==> src/rtl/apmon_pkg.sv <==
package apmon_pkg;
  typedef struct packed {
    logic emptyBe;
    logic gapBe;
    logic misalign;
    logic unstable;
  } ruleHits_t;
endpackage

==> src/rtl/apmon_ctrl.sv <==
module apmon_ctrl
  import apmon_pkg::*;
#(
  parameter int ADDR_W = 32,
  parameter int BE_W   = 4
) (
  input  logic              req,
  input  logic [ADDR_W-1:0] addr,
  input  logic [BE_W-1:0]   be,
  input  logic              we,
  input  logic              pending,
  input  logic [ADDR_W-1:0] prevAddr,
  input  logic [BE_W-1:0]   prevBe,
  input  logic              prevWe,
  output ruleHits_t         hits
);
  localparam int LSB_W = $clog2(BE_W);

  logic [LSB_W-1:0] lowIdx;
  int               runStarts;
  logic             anyLane;

  // lowest enabled lane: scan from the top so the last hit wins
  always_comb begin
    lowIdx = '0;
    for (int k = BE_W - 1; k >= 0; k--) begin
      if (be[k]) lowIdx = LSB_W'(k);
    end
  end

  // count the places where a run of enabled lanes begins
  always_comb begin
    runStarts = be[0] ? 1 : 0;
    for (int k = 1; k < BE_W; k++) begin
      if (be[k] && !be[k-1]) runStarts = runStarts + 1;
    end
  end

  assign anyLane = |be;

  always_comb begin
    hits          = '0;
    hits.emptyBe  = req && !anyLane;
    hits.gapBe    = req && (runStarts > 1);
    hits.misalign = req && anyLane && (addr[LSB_W-1:0] > lowIdx);
    hits.unstable = req && pending &&
                    ((addr != prevAddr) || (be != prevBe) || (we != prevWe));
  end
endmodule

==> src/rtl/apmon_dp.sv <==
module apmon_dp
  import apmon_pkg::*;
#(
  parameter int ADDR_W = 32,
  parameter int BE_W   = 4,
  parameter int CNT_W  = 16
) (
  input  logic              clk,
  input  logic              rstN,
  input  ruleHits_t         hits,
  input  logic              req,
  input  logic              gnt,
  input  logic [ADDR_W-1:0] addr,
  input  logic [BE_W-1:0]   be,
  input  logic              we,
  output ruleHits_t         pulses,
  output logic              errSticky,
  output logic [CNT_W-1:0]  violCount,
  output logic              pending,
  output logic [ADDR_W-1:0] prevAddr,
  output logic [BE_W-1:0]   prevBe,
  output logic              prevWe
);
  localparam logic [CNT_W-1:0] CNT_MAX = {CNT_W{1'b1}};

  logic anyHit;
  assign anyHit = |hits;

  always_ff @(posedge clk) begin
    if (!rstN) begin
      pulses    <= '0;
      errSticky <= 1'b0;
      violCount <= '0;
    end else begin
      pulses <= hits;
      if (anyHit) errSticky <= 1'b1;
      if (anyHit && (violCount != CNT_MAX)) violCount <= violCount + 1'b1;
    end
  end

  always_ff @(posedge clk) begin
    if (!rstN) begin
      pending  <= 1'b0;
      prevAddr <= '0;
      prevBe   <= '0;
      prevWe   <= 1'b0;
    end else begin
      pending <= req && !gnt;
      if (req) begin
        prevAddr <= addr;
        prevBe   <= be;
        prevWe   <= we;
      end
    end
  end
endmodule

==> src/rtl/bus_addr_phase_monitor.sv <==
module bus_addr_phase_monitor
  import apmon_pkg::*;
#(
  parameter int ADDR_W = 32,
  parameter int BE_W   = 4,
  parameter int CNT_W  = 16
) (
  input  logic              clk,
  input  logic              rstN,
  input  logic              req,
  input  logic              gnt,
  input  logic [ADDR_W-1:0] addr,
  input  logic [BE_W-1:0]   be,
  input  logic              we,
  output logic              errSticky,
  output logic              emptyBePulse,
  output logic              gapBePulse,
  output logic              misalignPulse,
  output logic              unstablePulse,
  output logic [CNT_W-1:0]  violCount
);
  ruleHits_t         hits;
  ruleHits_t         pulses;
  logic              pending;
  logic [ADDR_W-1:0] prevAddr;
  logic [BE_W-1:0]   prevBe;
  logic              prevWe;

  apmon_ctrl #(.ADDR_W(ADDR_W), .BE_W(BE_W)) u_ctrl (
    .req(req), .addr(addr), .be(be), .we(we),
    .pending(pending), .prevAddr(prevAddr), .prevBe(prevBe), .prevWe(prevWe),
    .hits(hits)
  );

  apmon_dp #(.ADDR_W(ADDR_W), .BE_W(BE_W), .CNT_W(CNT_W)) u_dp (
    .clk(clk), .rstN(rstN), .hits(hits),
    .req(req), .gnt(gnt), .addr(addr), .be(be), .we(we),
    .pulses(pulses), .errSticky(errSticky), .violCount(violCount),
    .pending(pending), .prevAddr(prevAddr), .prevBe(prevBe), .prevWe(prevWe)
  );

  assign emptyBePulse  = pulses.emptyBe;
  assign gapBePulse    = pulses.gapBe;
  assign misalignPulse = pulses.misalign;
  assign unstablePulse = pulses.unstable;
endmodule

==> config.mk <==
export PLATFORM = sky130hd
export DESIGN_NAME = bus_addr_phase_monitor
export DESIGN_NICKNAME = d
export VERILOG_FILES = /design/src/rtl/apmon_pkg.sv /design/src/rtl/apmon_ctrl.sv /design/src/rtl/apmon_dp.sv /design/src/rtl/bus_addr_phase_monitor.sv
export SDC_FILE = /design/constraint.sdc
export NUM_CORES = 1
export LEC_CHECK = 0
export BUFFER_PORTS_ARGS = -buffer_cell sky130_fd_sc_hd__buf_4
export CELL_PAD_IN_SITES_DETAIL_PLACEMENT = 1
export CELL_PAD_IN_SITES_GLOBAL_PLACEMENT = 2
export CORE_MARGIN = 5
export CORE_UTILIZATION = 35
export CTS_CLUSTER_DIAMETER = 40
export DETAILED_ROUTE_END_ITERATION = 8
export PLACE_DENSITY_LB_ADDON = 0.15
export SLEW_MARGIN = 40
export SYNTH_ARGS = -nofsm -noshare
export SYNTH_HDL_FRONTEND = slang
export SYNTH_SLANG_ARGS = --single-unit
export TNS_END_PERCENT = 10
==> constraint.sdc <==
create_clock -name clk -period 6.6 [get_ports clk]
set_input_delay 0.33 -clock clk [delete_from_list [all_inputs] [get_ports clk]]
set_output_delay 0.33 -clock clk [all_outputs]
set_load 0.02 [all_outputs]
==> flow_metrics.py <==
metrics = {
    "setup_path": {
        "crit_fanout": 8,
        "arrival_ns": 2.92,
        "critPathRequiredTime_ns": 6.86,
        "crit_type": "input pin to register",
        "regToRegSetupSlack_ns": 4.23,
        "rr_worst_depth": 7,
        "max_stage_delay_ns": 0.40,
        "crit_path_start_kind": "input pin",
        "cp_cell_sequence": "buf_4 > or2_2 > o21bai_1 > ha_1 > nor2b_1 > o211ai_1 > a31oi_4 > a2bb2oi_4 > o211ai_2 > or3_1 > a21oi_1",
        "cp-end-kind": "register",
        "critPathSlowestCell": "a31oi_4",
        "r2r_end": "u_dp.violCount[10]$_SDFFE_PN0P_",
        "r2r-start": "u_dp.prevAddr[1]$_SDFFE_PN0P_",
    },
    "synthesis": {
        "synth_ff_type": "dfxtp_1",
        "synthCells": 301,
        "synth.avg_cell_area_um2": 9.245,
        "synth.distinct_cells": 33,
        "synth.yosys.warnings": 0,
        "ys_seq_area_share_pct": 42.45,
        "synth_area_mm2": 0.002783,
        "async_flop_share_pct": 0,
        "ys_seq_elements": 59,
        "synth_edf_count": 0,
        "synth_nets": 345,
    },
    "layout": {
        "fillers": 904,
        "antenna-diode-count": 0,
        "final_util_pct": 45.29,
        "seq_area_mm2": 0.001181,
        "final_common_cell": "buf_4",
        "finalNetCount": 404,
        "layout_common_cells": "62 x buf_4, 59 x dfxtp_1, 49 x nor2_1",
        "area.growth.synth_to_final_pct": 25.76,
        "drive_gt1_share_pct": 21.92,
        "multi_input_area_mm2": 0.001523,
    },
    "sta": {
        "period_minus_slack_ns": 2.657,
        "skew_ns": 0.006471,
        "finalSetupTns_ns": 0,
        "worst_pin_slew_ns": 0.6905,
        "slew_headroom_pct": 53.97,
        "rsz0062_at_grt": "no",
        "finalSetupViolations": 0,
        "slew_violations": 0,
        "fin_crit_sh_pct": 40.26,
        "max_freq_mhz": 376.3,
        "hold_viol": 0,
    },
    "global_routing": {
        "grt_max_degree": 57,
        "grt_usage_pct": 14.09,
        "grt_pass1_wl_um": 11190,
        "grt_pass1_vias": 2349,
        "grt_antenna_before_repair": 0,
        "gr-total-overflow": 0,
    },
    "clock_tree": {
        "cts_max_level": 3,
        "cts_setup_buffers": 0,
        "postCtsHoldBufs": 0,
        "clock-sinks": 59,
        "clk_latency_ns": 0.33,
        "ctsLongestPathBuffers": 2,
        "cts.clk_slew.worst_paths_ns": 0.06,
        "cts_tree": "done",
        "cts_buffers": 9,
        "post_cts_resize_count": 0,
        "root_buffer": "clkbuf_8",
    },
    "floorplan": {
        "fp.dieH_um": 99.17,
        "die_w_um": 99.17,
        "core_area_mm2": 0.007727,
        "dieArea_mm2": 0.009834,
        "initial_utilization_pct": 36.01,
        "fp-row-count": 32,
        "ioPinCount": 62,
    },
    "run_status": {
        "status": "completed",
    },
    "routing": {
        "via_per_inst": 4.916,
        "vias": 2296,
        "wl_per_cell_um": 14.32,
        "wl_um": 6688,
        "ant_nets": 0,
        "drc": 0,
        "initialDrtViolationCount": 67,
        "first_pass_iters": 4,
    },
    "placed_design": {
        "gp_congestion": 0.7478,
        "place_hpwl_um": 4744,
        "port_buffers": 61,
    },
    "hold_path": {
        "min-delay-start": "gnt",
        "hold_depth": 2,
        "min_to": "u_dp.pending$_SDFF_PN0_",
        "holdCritPathClass": "input pin to register",
    },
    "power": {
        "vdd.ir_drop.worst_mv": 0.1137,
        "p_per_area_mw_per_mm2": 224.5,
        "p_leak_uw": 0.001469,
    },
    "run": {
        "max-cap-violations": 0,
    },
}
-- per-stage QoR --
stage / hold slack (ns) / instances / total power, uW / worst slack (ns) / area [um^2]
floorplan: 0.4024 / 301 / 460.5 / 4.093 / 2783
global placement: 0.4809 / 451 / 500.5 / 3.266 / 3313
detailed placement: 0.4987 / 451 / 503.9 / 3.495 / 3318
CTS: 0.1539 / 467 / 800.1 / 3.841 / 3491
global route: 0.1562 / 467 / 826.6 / 3.744 / 3500
finish: 0.1680 / 467 / 785.5 / 3.943 / 3500
-- metal layers --
metal	vias to the layer above	track usage [%]	share of wire [%]
met5	-	0	0
met4	0	3.466	0.90
met3	7	5.540	6.2
met2	50	22.68	46
met1	1090	17.74	46
li1	1149	-	-
-- how the worst max path moves through the flow --
stage / startpoint / endpoint / depth (start not counted)
after floorplan: be[0] / u_dp.violCount[3]$_SDFFE_PN0P_ / 10
after global placement: be[0] / u_dp.violCount[15]$_SDFFE_PN0P_ / 10
after detailed placement: be[0] / u_dp.violCount[15]$_SDFFE_PN0P_ / 10
after CTS: be[0] / u_dp.violCount[15]$_SDFFE_PN0P_ / 10
after global routing: be[0] / u_dp.violCount[10]$_SDFFE_PN0P_ / 11
final: be[0] / u_dp.violCount[10]$_SDFFE_PN0P_ / 11
-- critical path: cells and delay by family --
family	cells	cell delay (ns)
buffers and inverters	1	0.13
AOI/OAI and AO/OA	6	1.30
adders and majority gates	1	0.29
and+or+nand+nor	3	0.84
-- cell type report --
| type | count | share of cell area [%] |
|---|---|---|
| clock buffers | 14 | 4.648 |
| clock inverters | 2 | 0.2860 |
| inverters | 8 | 0.8581 |
| multi-input cells | 220 | 43.51 |
| flip-flops and latches | 59 | 33.75 |
| well taps | 102 | 3.647 |
| repair buffers | 62 | 13.30 |
-- registers in the layout (all words and copies together) (netlist names) --
register	count
u_dp.pulses	4
u_dp.violCount	16
u_dp.prevBe	4
u_dp.prevWe	1
u_dp.errSticky	1
u_dp.pending	1
u_dp.prevAddr	32
-- logic make-up after synthesis --
kind of cell               share of synthesized area, %
buffers and inverters                             3.327
AOI/OAI and AO/OA                                 8.948
DFF                                               42.45
and+or+nand+nor                                   17.04
xor gates and xnor gates                          13.22
muxes                                             13.67
adders and majority gates                         1.349
-- power breakdown --
part           internal [uW]  total [uW]  switching [uW]  leakage (uW)
combinational           56.4         111            54.1      0.000895
sequential               373         384            11.2      0.000484
clock                    156         291             135     0.0000905
-- cell usage after synthesis, types with 2 or more instances --
master | count | area share [%]
dfxtp_1 | 59 | 42
o211ai_1 | 4 | 1.1
and2_1 | 2 | 0.45
xnor2_1 | 33 | 10
nand4_1 | 11 | 2.5
a21oi_1 | 14 | 2.5
nand3_1 | 5 | 0.90
and3_1 | 2 | 0.45
nor4_1 | 3 | 0.67
o31ai_1 | 2 | 0.54
or3_1 | 9 | 2.0
or4_1 | 2 | 0.54
nor3_1 | 4 | 0.72
clkbuf_1 | 7 | 0.94
xor2_1 | 9 | 2.8
nor2_1 | 49 | 6.6
buf_1 | 4 | 0.54
ha_1 | 3 | 1.3
o21ai_0 | 10 | 1.8
buf_2 | 2 | 0.36
nand2_1 | 11 | 1.5
mux2i_1 | 38 | 14
inv_1 | 8 | 1.1
Power figures use the tool's default switching activity.
